## src/rtl/irq_flag_pkg.sv

```systemverilog
package irq_flag_pkg;
  localparam int unsigned NSRC     = 7;
  localparam int unsigned IDX_W    = 4;
  localparam logic [IDX_W-1:0] IDX_SR   = 4'd10;
  localparam logic [IDX_W-1:0] IDX_FLAG = 4'd13;
  localparam logic [IDX_W-1:0] IDX_EN   = 4'd14;
  localparam logic [NSRC-1:0]  SR_CLR_MASK = 7'b000_0100;

  // next value of one flag bit: a set event wins over every clear
  function automatic logic flag_bit_next(input logic q, input logic set, input logic clr);
    return set | (q & ~clr);
  endfunction

  // enable mask update from a command byte (bit 7 selects set or clear)
  function automatic logic [NSRC-1:0] en_cmd_apply(input logic [NSRC-1:0] en,
                                                   input logic [NSRC:0]   cmd);
    if (cmd[NSRC]) return en | cmd[NSRC-1:0];
    else           return en & ~cmd[NSRC-1:0];
  endfunction

  // any enabled flag pending
  function automatic logic pend_any(input logic [NSRC-1:0] f, input logic [NSRC-1:0] e);
    return |(f & e);
  endfunction
endpackage

```

## src/rtl/irq_bus_decode.sv

```systemverilog
module irq_bus_decode
  import irq_flag_pkg::*;
#(
  parameter int unsigned ADDR_W = 13
) (
  input  logic              cs,
  input  logic              rd_en,
  input  logic              wr_en,
  input  logic [ADDR_W-1:0] addr,
  output logic              flag_wr,
  output logic              en_wr,
  output logic              flag_rd,
  output logic              en_rd,
  output logic              sr_rd
);
  localparam int unsigned LOW_W = ADDR_W - IDX_W;

  logic [IDX_W-1:0] idx;
  logic [LOW_W-1:0] unused_low;

  assign idx        = addr[ADDR_W-1 -: IDX_W];
  assign unused_low = addr[LOW_W-1:0];

  assign flag_wr = cs & wr_en & (idx == IDX_FLAG);
  assign en_wr   = cs & wr_en & (idx == IDX_EN);
  assign flag_rd = cs & rd_en & (idx == IDX_FLAG);
  assign en_rd   = cs & rd_en & (idx == IDX_EN);
  assign sr_rd   = cs & rd_en & (idx == IDX_SR);
endmodule

```

## src/rtl/irq_flag_store.sv

```systemverilog
module irq_flag_store
  import irq_flag_pkg::*;
(
  input  logic            clk,
  input  logic            rst_n,
  input  logic [NSRC-1:0] set_i,
  input  logic [NSRC-1:0] clr_i,
  output logic [NSRC-1:0] flag_q
);
  for (genvar k = 0; k < NSRC; k++) begin : g_bit
    always_ff @(posedge clk or negedge rst_n) begin
      if (!rst_n) flag_q[k] <= 1'b0;
      else        flag_q[k] <= flag_bit_next(flag_q[k], set_i[k], clr_i[k]);
    end
  end
endmodule

```

## src/rtl/irq_enable_store.sv

```systemverilog
module irq_enable_store
  import irq_flag_pkg::*;
(
  input  logic            clk,
  input  logic            rst_n,
  input  logic            wr_i,
  input  logic [NSRC:0]   cmd_i,
  output logic [NSRC-1:0] en_q
);
  logic [NSRC-1:0] en_n;

  always_comb en_n = wr_i ? en_cmd_apply(en_q, cmd_i) : en_q;

  always_ff @(posedge clk or negedge rst_n) begin
    if (!rst_n) en_q <= '0;
    else        en_q <= en_n;
  end
endmodule

```

## src/rtl/irq_request.sv

```systemverilog
module irq_request
  import irq_flag_pkg::*;
(
  input  logic            clk,
  input  logic            rst_n,
  input  logic [NSRC-1:0] flag_i,
  input  logic [NSRC-1:0] en_i,
  output logic            pending_o,
  output logic            irq_o
);
  assign pending_o = pend_any(flag_i, en_i);

  always_ff @(posedge clk or negedge rst_n) begin
    if (!rst_n) irq_o <= 1'b0;
    else        irq_o <= pending_o;
  end
endmodule

```

## src/rtl/irq_flag_ctrl.sv

```systemverilog
module irq_flag_ctrl
  import irq_flag_pkg::*;
#(
  parameter int unsigned ADDR_W = 13
) (
  input  logic              clk,
  input  logic              rst_n,
  input  logic              cs,
  input  logic              rd_en,
  input  logic              wr_en,
  input  logic [ADDR_W-1:0] addr,
  input  logic [7:0]        wdata,
  output logic [7:0]        rdata,
  input  logic [6:0]        evt_i,
  input  logic [6:0]        side_clr_i,
  output logic              irq_o
);
  logic            flag_wr, en_wr, flag_rd, en_rd, sr_rd;
  logic [NSRC-1:0] flag_q, en_q, clr_w;
  logic            pending;

  irq_bus_decode #(.ADDR_W(ADDR_W)) u_dec (
    .cs(cs), .rd_en(rd_en), .wr_en(wr_en), .addr(addr),
    .flag_wr(flag_wr), .en_wr(en_wr), .flag_rd(flag_rd),
    .en_rd(en_rd), .sr_rd(sr_rd)
  );

  // all clear paths merged; the store gives set priority
  assign clr_w = (flag_wr ? wdata[NSRC-1:0] : '0)
               | (sr_rd   ? SR_CLR_MASK     : '0)
               | side_clr_i;

  irq_flag_store u_flags (
    .clk(clk), .rst_n(rst_n), .set_i(evt_i), .clr_i(clr_w), .flag_q(flag_q)
  );

  irq_enable_store u_en (
    .clk(clk), .rst_n(rst_n), .wr_i(en_wr), .cmd_i(wdata), .en_q(en_q)
  );

  irq_request u_req (
    .clk(clk), .rst_n(rst_n), .flag_i(flag_q), .en_i(en_q),
    .pending_o(pending), .irq_o(irq_o)
  );

  always_comb begin
    if (flag_rd)    rdata = {pending, flag_q};
    else if (en_rd) rdata = {1'b1, en_q};
    else            rdata = 8'h00;
  end
endmodule

```

## config.mk

```make
export PLATFORM = sky130hd
export DESIGN_NAME = irq_flag_ctrl
export DESIGN_NICKNAME = d
export VERILOG_FILES = /design/src/rtl/irq_flag_pkg.sv /design/src/rtl/irq_bus_decode.sv /design/src/rtl/irq_flag_store.sv /design/src/rtl/irq_enable_store.sv /design/src/rtl/irq_request.sv /design/src/rtl/irq_flag_ctrl.sv
export SDC_FILE = /design/constraint.sdc
export NUM_CORES = 1
export LEC_CHECK = 0
export ABC_AREA = 1
export BUFFER_PORTS_ARGS = -buffer_cell sky130_fd_sc_hd__buf_4
export CORE_ASPECT_RATIO = 1.2
export CORE_MARGIN = 4
export CORE_UTILIZATION = 43
export DETAILED_ROUTE_END_ITERATION = 10
export GPL_TIMING_DRIVEN = 0
export HOLD_SLACK_MARGIN = 0.15
export PLACE_DENSITY_LB_ADDON = 0.08
export SLEW_MARGIN = 20
export SYNTH_ARGS = -nofsm -noshare
export SYNTH_HDL_FRONTEND = slang
export SYNTH_SLANG_ARGS = --single-unit
```

## constraint.sdc

```tcl
create_clock -name clk -period 0.95 [get_ports clk]
set_input_delay 0.095 -clock clk [delete_from_list [all_inputs] [get_ports clk]]
set_output_delay 0.095 -clock clk [all_outputs]
set_load 0.005 [all_outputs]
```

==> results.sh, run 1 <==
export IMPL_dieArea_um2=2850
export IMPL_p_per_area_nw_per_um2=1000
export IMPL_num_rows=17
export IMPL_setup_viol=9
export IMPL_startpoint_type="flip-flop"
export IMPL_syn_to_final_growth_pct=91.9
export IMPL_post_drt_wl_per_cell_um=13.9
export IMPL_gp_congestion=0.769
export IMPL_globalRouteOverflowTotal=0
export IMPL_rsz0062_at_grt="true"
export IMPL_switching_share_pct=29.2
export IMPL_fin_cells=231
export IMPL_clock_latency_ns=0.29
export IMPL_core_area_um2=1890
export IMPL_status="complete, but fails checks"
export IMPL_initial_core_util_pct=46.8
export IMPL_vias=1177
export IMPL_clockBufferDepth=2
export IMPL_postRouteAntennaNets=0
export IMPL_period_minus_slack_ns=1.31
export IMPL_synth_simple_gate_area_share_pct=43.9
export IMPL_synth_mux_area_share_pct=0
export IMPL_dp_cells=186
export IMPL_synthCells=128
export IMPL_diodes=0
export IMPL_ir_worst_vdd_uv=791
export IMPL_p_comb_share_pct=32.9
export IMPL_r2r_end="u_flags.flag_q[6]$_DFF_PN0_"
export IMPL_post_drt_via_cell_ratio=5.10
export IMPL_grt_max_degree=16
export IMPL_skew_ns=0.00286
export IMPL_path_max_fanout=2
export IMPL_drv_slew=0
export IMPL_crit_path_end_kind="primary output"
export IMPL_cts_buffers=3
export IMPL_yosysSeqAreaShare_pct=42.4
export IMPL_grt_pass1_vias=1226
export IMPL_r2r_cells=5
export IMPL_die_x_um=49.4
export IMPL_p_total_uw=1700
export IMPL_portBuffers=39
export IMPL_yosysWarningCount=0
export IMPL_drc_errors=0
export IMPL_worst_slack_ns=-0.365
export IMPL_power_switching_uw=497
export IMPL_path_clk_slew_ns=0.09
export IMPL_synth_top_family_by_area="simple AND/OR/NAND/NOR gates"
export IMPL_fin_util_pct=89.8
export IMPL_p_leak_uw=0.000933
export IMPL_period_share_pct=138
export IMPL_min_path_type="in2reg"
export IMPL_first_pass_iters=4
export IMPL_tightest_slew_ns=0.245
export IMPL_cts_sinks=15
export IMPL_grt_use_total_pct=23.0
export IMPL_seqPwrFrac_pct=44.5
export IMPL_regToRegStartpoint="u_flags.flag_q[6]$_DFF_PN0_"
export IMPL_synth_avg_cell_area_um2=6.92
export IMPL_crit_path_end="rdata[7]"
export IMPL_maxCapViolCount=0
export IMPL_grt_first_pass_wirelength_um=4950
export IMPL_crit_type="reg2out"
export IMPL_ys_seq_elements=15
export IMPL_h_tree_depth=1
export IMPL_r2r_slack_ns=-0.08
export IMPL_first_iter_violations=18
export IMPL_boundaryPins=49
export IMPL_finalWirelength_um=3210
export IMPL_synth_compound_area_share_pct=3.95
export IMPL_crit_required_ns=0.85
export IMPL_nNetsFinal=253
export IMPL_synth_fp_nets=168
export IMPL_synthAdderAreaFrac_pct=0
export IMPL_clockPowerShare_pct=22.6
export IMPL_hold_viol=0
export IMPL_drive_above_1_share_pct=38.7
export IMPL_cts_tree="yes"
export IMPL_internal_power_uw=1210
export IMPL_antenna_found_initial=0
export IMPL_failed_checks="negative setup slack"
export IMPL_fmax_mhz=761
export IMPL_holdWs_ns=0.154
export IMPL_hpwl_um=1700
export IMPL_layout_common_cells="45 x buf_4, 38 x nand2_1, 22 x dlygate4sd3_1, 21 x inv_1, 21 x nand3_1"
export IMPL_die_h_um=57.7
export IMPL_final_common_cell="buf_4"
export IMPL_cts_root_buffer_cell="clkbuf_4"
export IMPL_max_slew_margin_rel_pct=83.6
export IMPL_synthesis_area_um2=886
export IMPL_yosysUniqueCellTypes=10
export IMPL_synth_xor_xnor_area_share_pct=0
export IMPL_worstPathArrival_ns=1.22
[repair_timing]
action                     in CTS  in global routing
pin swaps                       6                 12
hold endpoints to repair       29                  0
hold buffers                   22                  0
resized for setup               1                 29
setup buffers                  14                  8
setup endpoints to repair       8                  8
[layer usage]
layer / up-vias / wire, µm / global-route usage [%]
met4: 0 / 125 / 18.2
met5: - / 0 / 0
met3: 15 / 177 / 5.14
met1: 549 / 1220 / 23.0
li1: 564 / - / -
met2: 49 / 1690 / 41.0
[worst min path at each step]
| stage | from | end | slack (ns) | depth (start not counted) |
|---|---|---|---|---|
| finish | addr[11] | u_flags.flag_q[2]$_DFF_PN0_ | 0.15 | 5 |
| global route | addr[11] | u_flags.flag_q[2]$_DFF_PN0_ | 0.17 | 5 |
| CTS | addr[11] | u_flags.flag_q[2]$_DFF_PN0_ | 0.16 | 5 |
| detailed placement | rst_n | u_flags.flag_q[2]$_DFF_PN0_ | -0.04 | 1 |
| global placement | rst_n | u_flags.flag_q[2]$_DFF_PN0_ | -0.04 | 1 |
| floorplan | rst_n | async pin | -0.20 | 0 |
[Yosys cell counts, drive strengths merged]
library cell,instances,share of area (%)
buf,1,0.85
nor2,7,4.7
o21ai,7,4.0
dfrtp,15,42
nor3,2,3.7
nand3,21,12
nand2,54,24
inv,21,8.9
[power groups by stage]
stage	combinational (µW)	clock [µW]	sequential, µW
global route	614	416	768
detailed placement	323	0	773
floorplan	149	0	765
global placement	312	0	771
CTS	475	374	748
finish	561	385	757
[kinds of logic after synthesis]
kind of cell           Yosys count
buffers and inverters           22
flip-flops                      15
AO/OA/AOI/OAI                    7
AND/OR/NAND/NOR                 84
[critical path, stage by stage (launching register included)]
cell	delay [ns]
dfrtp_1	0.41
nand2_1	0.08
nand2_1	0.06
nor2_1	0.08
nand2_1	0.06
nand2_1	0.07
nand2_2	0.06
buf_6	0.11
[cell type report]
class	instances	area (µm²)
clock buffers	4	26.3
fillers	98	193
well taps	19	23.8
flip-flops and latches	15	375
multi-input cells	91	472
plain buffers	1	7.51
inverters	21	78.8
repair buffers	80	717
[metrics by stage]
stage | cell area (µm²) | TNS [ns] | setup slack, ns
after global routing | 1700 | -2.12 | -0.440
after CTS | 1570 | -1.53 | -0.338
final | 1700 | -1.70 | -0.365
after floorplan | 886 | 0 | 0.138
after global placement | 1200 | -0.926 | -0.125
after detailed placement | 1200 | -1.31 | -0.152
Power figures use the tool's default switching activity.
==> run 2: changes to the inputs <==
CORE_UTILIZATION = 44   (was 43)
PLACE_DENSITY = 0.82   (was unset)
PLACE_DENSITY_LB_ADDON = unset   (was 0.08)
SYNTH_HIERARCHICAL = 1   (was unset)
==> run 2 against run 1 <==
  * The flow still finishes with violations (negative setup slack)
  * Clock skew is 0.00051 ns lower
  * Critical path depth did not move
  * Hold slack better by 0.056 ns
  * Fmax decreased by 3.0%
  * Setup slack worse by 0.041 ns
  * Die area increased by 0.99%
  * Combinational power fell by 13%
  * Register-to-register slack better by 0.16 ns
  * Highest routed layer unchanged
==> results.sh, run 2 <==
export IMPL_period_share_pct=143
export IMPL_finalWirelength_um=3320
export IMPL_min_path_type="in2async"
export IMPL_dp_slack_ns=-0.324
export IMPL_ir_worst_vdd_uv=760
export IMPL_setup_viol=8
export IMPL_synthCells=141
export IMPL_synth_top_area_cell="dfrtp_1"
export IMPL_clock_latency_ns=0.28
export IMPL_cts_buffers=3
export IMPL_fin_util_pct=87.5
export IMPL_seqPwrFrac_pct=47.1
export IMPL_yosysWarningCount=6
export IMPL_cpPeakStageDelay_ns=0.42
export IMPL_drive_above_1_share_pct=34.9
export IMPL_crit_chain="nand2_1 -> inv_1 -> nor2_1 -> nand2_1 -> nand2_1 -> nand2_1 -> buf_6"
export IMPL_cts_tree="yes"
export IMPL_nNetsFinal=256
export IMPL_first_iter_violations=41
export IMPL_synth_avg_cell_area_um2=6.50
export IMPL_yosysTopAreaCellShare_pct=40.9
export IMPL_fmax_mhz=738
export IMPL_postRouteAntennaNets=0
export IMPL_fin_cells=234
export IMPL_die_x_um=49.7
export IMPL_grt_first_pass_wirelength_um=5070
export IMPL_layout_common_cells="64 x nand2_1, 33 x buf_4, 23 x dlygate4sd3_1, 16 x buf_6, 16 x inv_1"
export IMPL_synth_most_common_cell="nand2_1"
export IMPL_skew_ns=0.00236
export IMPL_drv_slew=0
export IMPL_post_drt_wl_per_cell_um=14.2
export IMPL_crit_path_end_kind="primary output"
export IMPL_slowest_stage="dfrtp_1"
export IMPL_num_rows=17
export IMPL_synthesis_area_um2=917
export IMPL_antenna_found_initial=0
export IMPL_holdWs_ns=0.210
export IMPL_crit_type="reg2out"
export IMPL_grt_pass1_vias=1177
export IMPL_path_clk_slew_ns=0.10
export IMPL_dieArea_um2=2880
export IMPL_clockBufferDepth=2
export IMPL_portBuffers=39
export IMPL_h_tree_depth=1
export IMPL_dp_cells=199
export IMPL_hpwl_um=1890
export IMPL_switching_share_pct=29.7
export IMPL_gp_congestion=0.782
export IMPL_diodes=0
export IMPL_ys_seq_elements=15
export IMPL_die_h_um=58.0
export IMPL_vias=1194
export IMPL_cts_sinks=15
export IMPL_boundaryPins=49
export IMPL_rsz0062_at_grt="true"
export IMPL_crit_top_cell="nand2_1"
export IMPL_synth_main_ff_cell="dfrtp_1"
export IMPL_cts_root_buffer_cell="clkbuf_4"
export IMPL_post_drt_via_cell_ratio=5.10
export IMPL_failed_checks="negative setup slack"
export IMPL_power_switching_uw=484
export IMPL_grt_use_total_pct=22.9
export IMPL_p_per_area_nw_per_um2=974
export IMPL_final_common_cell="nand2_1"
export IMPL_p_comb_share_pct=29.8
export IMPL_status="complete, but fails checks"
export IMPL_grt_max_degree=16
export IMPL_syn_to_final_growth_pct=82.5
export IMPL_max_slew_margin_rel_pct=81.7
export IMPL_crit_required_ns=0.85
export IMPL_first_pass_iters=4
export IMPL_p_leak_uw=0.000957
export IMPL_tightest_slew_ns=0.274
export IMPL_clockPowerShare_pct=23.1
export IMPL_ys_top_cells_by_count="72 x nand2_1, 20 x inv_1, 15 x dfrtp_1, 14 x nand3_1, 9 x nor2_1"
export IMPL_internal_power_uw=1150
export IMPL_hold_viol=0
export IMPL_fillers=106
export IMPL_worstPathArrival_ns=1.26
export IMPL_setup_tns_ns=-1.56
export IMPL_globalRouteOverflowTotal=0
export IMPL_worst_slack_ns=-0.405
export IMPL_path_max_fanout=3
export IMPL_yosysSeqAreaShare_pct=40.9
export IMPL_synthTopCellsByArea="dfrtp_1 41%, nand2_1 29%, inv_1 8.2%"
export IMPL_drc_errors=0
export IMPL_period_minus_slack_ns=1.36
export IMPL_core_area_um2=1910
export IMPL_startpoint_type="flip-flop"
export IMPL_synth_edf_count=0
export IMPL_maxCapViolCount=0
export IMPL_initial_core_util_pct=47.9
export IMPL_synthArstFlopShare_pct=100
export IMPL_yosysUniqueCellTypes=10
export IMPL_synth_fp_nets=181
run 2: critical path, delay by kind of cell, from the launching register on:
| family | cells | cell delay, ns |
|---|---|---|
| flip-flops | 1 | 0.42 |
| buffers and inverters | 2 | 0.16 |
| AND/OR/NAND/NOR | 5 | 0.40 |
run 2: worst paths after layout:
check,to,startpoint,slack (ns),depth (start not counted)
setup / recovery,rdata[7],u_flags/flag_q[1]$_DFF_PN0_,-0.41,7
setup reg to reg,u_flags/flag_q[0]$_DFF_PN0_,u_flags/flag_q[0]$_DFF_PN0_,0.08,4
max in group asynchronous,async pin,rst_n,0.56,2
min in group clk,flip-flop,addr[9],0.27,7
hold / removal,async pin,rst_n,0.21,2
hold reg to reg,u_flags/flag_q[4]$_DFF_PN0_,u_flags/flag_q[4]$_DFF_PN0_,0.50,2
run 2: layout make-up:
cell class                 instances  area [µm²]  share of cell area (%)
timing repair buffer              70         629                    37.6
multi-input combinational        102         498                    29.7
sequential                        15         375                    22.4
inverter                          21        86.3                    5.16
buffer                             3        33.8                    2.02
tap                               19        23.8                    1.42
clock buffer                       3        22.5                    1.35
clock inverter                     1        5.00                   0.299
run 2: cell families (layout without fill, tap and decap cells):
logic type / after synthesis / in the layout / synth area share, %
and+or+nand+nor: 96 / 96 / 41.5
DFF: 15 / 15 / 40.9
buffers and inverters: 24 / 98 / 12.7
AOI/OAI and AO/OA: 6 / 6 / 4.91
run 2: timing repair:
item,in CTS,in global routing
setup endpoints to repair,15,14
buffers inserted,5,4
pin swaps,8,10
resized for setup,7,33
endpoints found under the hold margin,29,0
gates cloned,1,0
hold buffers,23,0
run 2: power groups by stage:
stage / logic (µW) / clock network (µW) / registers, µW
after floorplan: 129 / 0 / 766
after global placement: 293 / 0 / 770
after detailed placement: 310 / 0 / 776
after CTS: 422 / 379 / 761
after global routing: 536 / 426 / 776
final: 486 / 376 / 768
run 2: routing by layer:
layer | GRT usage [%] | wire [µm]
met1 | 25.0 | 1140
met2 | 42.0 | 1830
met3 | 4.11 | 245
met4 | 11.9 | 109
met5 | 0 | 0
run 2: stage by stage:
step,cell area (µm²),power [µW]
global placement,1230,1060
global route,1670,1740
finish,1670,1630
detailed placement,1230,1090
CTS,1560,1560
floorplan,917,895
==> run 3: changes to the inputs <==
CAP_MARGIN = 40   (was unset)
CORE_MARGIN = 5   (was 4)
==> run 3 against run 2 <==
  * The run still ends with negative setup slack left
  * Clock skew increased by 0.0066 ns
  * Power decreased by 2.7%
  * Fmax rose by 4.1%
  * Critical path depth unchanged
  * Global-route usage decreased by 2.4 points
==> results.sh, run 3 (synthesis gave the netlist of run 2 again) <==
export IMPL_crit_type="reg2out"
export IMPL_cp_startpoint="u_flags/flag_q[4]$_DFF_PN0_"
export IMPL_p_leak_uw=0.000951
export IMPL_r2r_cells=4
export IMPL_vias=1143
export IMPL_r2r_slack_ns=0.10
export IMPL_status="complete, but fails checks"
export IMPL_crit_path_end="rdata[7]"
export IMPL_period_share_pct=137
export IMPL_grt_pass1_vias=1168
export IMPL_switching_share_pct=27.9
export IMPL_setup_tns_ns=-1.69
export IMPL_min_path_type="in2async"
export IMPL_power_switching_uw=442
export IMPL_seqPwrFrac_pct=47.6
export IMPL_core_area_um2=2030
export IMPL_cts_buffers=3
export IMPL_max_slew_margin_rel_pct=74.5
export IMPL_regToRegStartpoint="u_flags/flag_q[1]$_DFF_PN0_"
export IMPL_clock_latency_ns=0.29
export IMPL_final_common_cell="nand2_1"
export IMPL_hold_viol=0
export IMPL_startpoint_type="flip-flop"
export IMPL_stdcell_area_um2=1610
export IMPL_clockBufferDepth=2
export IMPL_finalWirelength_um=2980
export IMPL_dp_cells=200
export IMPL_cts_tree="yes"
export IMPL_syn_to_final_growth_pct=75.4
export IMPL_grt_max_degree=16
export IMPL_dieArea_um2=3100
export IMPL_worst_slack_ns=-0.351
export IMPL_grt_use_total_pct=20.6
export IMPL_postRouteAntennaNets=0
export IMPL_failed_checks="negative setup slack"
export IMPL_tightest_slew_ns=0.382
export IMPL_initial_core_util_pct=45.2
export IMPL_fin_util_pct=79.4
export IMPL_period_minus_slack_ns=1.30
export IMPL_drv_slew=0
export IMPL_die_x_um=51.7
export IMPL_p_total_uw=1590
export IMPL_maxCapViolCount=0
export IMPL_grt_first_pass_wirelength_um=4730
export IMPL_crit_required_ns=0.85
export IMPL_cts_root_buffer_cell="clkbuf_4"
export IMPL_die_h_um=60.0
export IMPL_boundaryPins=49
export IMPL_ir_worst_vdd_uv=1040
export IMPL_p_comb_share_pct=29.3
export IMPL_clockPowerShare_pct=23.1
export IMPL_drive_above_1_share_pct=29.8
export IMPL_setup_viol=8
export IMPL_num_rows=18
export IMPL_cts_sinks=15
export IMPL_place_area_um2=1230
export IMPL_r2r_end="u_flags/flag_q[1]$_DFF_PN0_"
export IMPL_hpwl_um=1820
export IMPL_worstPathArrival_ns=1.21
export IMPL_gp_congestion=0.788
export IMPL_fin_cells=238
export IMPL_h_tree_depth=1
export IMPL_globalRouteOverflowTotal=0
export IMPL_path_clk_slew_ns=0.09
export IMPL_diodes=0
export IMPL_post_drt_wl_per_cell_um=12.5
export IMPL_crit_top_cell="nand2_1"
export IMPL_fmax_mhz=768
export IMPL_internal_power_uw=1140
export IMPL_post_drt_via_cell_ratio=4.80
export IMPL_first_iter_violations=34
export IMPL_cpPeakStageDelay_ns=0.41
export IMPL_crit_path_end_kind="primary output"
export IMPL_first_pass_iters=4
export IMPL_rsz0062_at_grt="true"
export IMPL_path_max_fanout=3
export IMPL_drc_errors=0
export IMPL_antenna_found_initial=0
export IMPL_layout_common_cells="69 x nand2_1, 45 x buf_4, 23 x dlygate4sd3_1, 20 x inv_1, 15 x dfrtp_1"
export IMPL_skew_ns=0.00900
export IMPL_nNetsFinal=259
export IMPL_portBuffers=39
export IMPL_p_per_area_nw_per_um2=986
export IMPL_crit_chain="nand2_1 -> nand2_1 -> nor2_1 -> nand2_1 -> nand2_1 -> nand2_1 -> buf_4"
export IMPL_slowest_stage="dfrtp_1"
[run 3: cell types whose count changed in the layout (fill, tap and decap cells not counted)]
cell	delta
buf_4	+12
buf_6	-9
inv_1	+4
inv_2	-4
nand2_1	+5
nand2_2	-3
nand2_4	-2
nand3_1	+1
nand3_2	-1
nor2_1	+3
nor2_2	+1
nor2_4	-4
[run 3: how the worst min path moves through the flow]
stage	cells after the start	endpoint	slack [ns]
2_1_floorplan	0	async pin	-0.20
3_3_place_gp	1	u_flags/flag_q[4]$_DFF_PN0_	-0.04
3_5_place_dp	1	u_flags/flag_q[4]$_DFF_PN0_	-0.04
4_1_cts	2	u_flags/flag_q[1]$_DFF_PN0_	0.18
5_1_grt	2	u_flags/flag_q[4]$_DFF_PN0_	0.19
6_report	2	u_flags/flag_q[4]$_DFF_PN0_	0.18
[run 3: worst max-delay path, delay by kind of cell (launching register included)]
| family | cells | cell delay, ns |
|---|---|---|
| buf+inv | 1 | 0.13 |
| flops | 1 | 0.41 |
| simple gates | 6 | 0.38 |
[run 3: layout make-up]
class / count / area, µm²
Clock inverter: 1 / 5.00
Sequential cell: 15 / 375
Inverter: 21 / 86.3
Multi-Input combinational cell: 102 / 443
Clock buffer: 3 / 22.5
Fill cell: 132 / 418
Timing Repair Buffer: 73 / 622
Buffer: 3 / 30.0
Tap cell: 20 / 25.0
[run 3: power by group through the flow]
stage,combinational (µW),sequential (µW),clock [µW]
after floorplan,129,766,0
after global placement,293,770,0
after detailed placement,306,776,0
after CTS,449,754,385
after global routing,513,767,402
final,464,756,366
[run 3: what timing repair did]
item / in CTS / in global routing
gates cloned: 0 / 1
hold buffers: 23 / 0
resized for setup: 4 / 7
endpoints found under the setup margin: 14 / 12
endpoints found under the hold margin: 29 / 0
pin swaps: 7 / 2
buffers inserted: 10 / 1
[run 3: stage by stage]
step | worst slack (ns) | hold slack, ns
finish | -0.351 | 0.184
global route | -0.458 | 0.186
CTS | -0.355 | 0.185
detailed placement | -0.337 | -0.0371
global placement | -0.325 | -0.0396
floorplan | 0.0519 | -0.201
[run 3: per-layer routing]
metal / global-route usage [%] / vias up / share of wire, %
li1: - / 576 / -
met3: 2.24 / 12 / 4.6
met1: 20.4 / 513 / 37
met4: 11.6 / 0 / 2.3
met5: 0 / - / 0
met2: 40.5 / 42 / 56
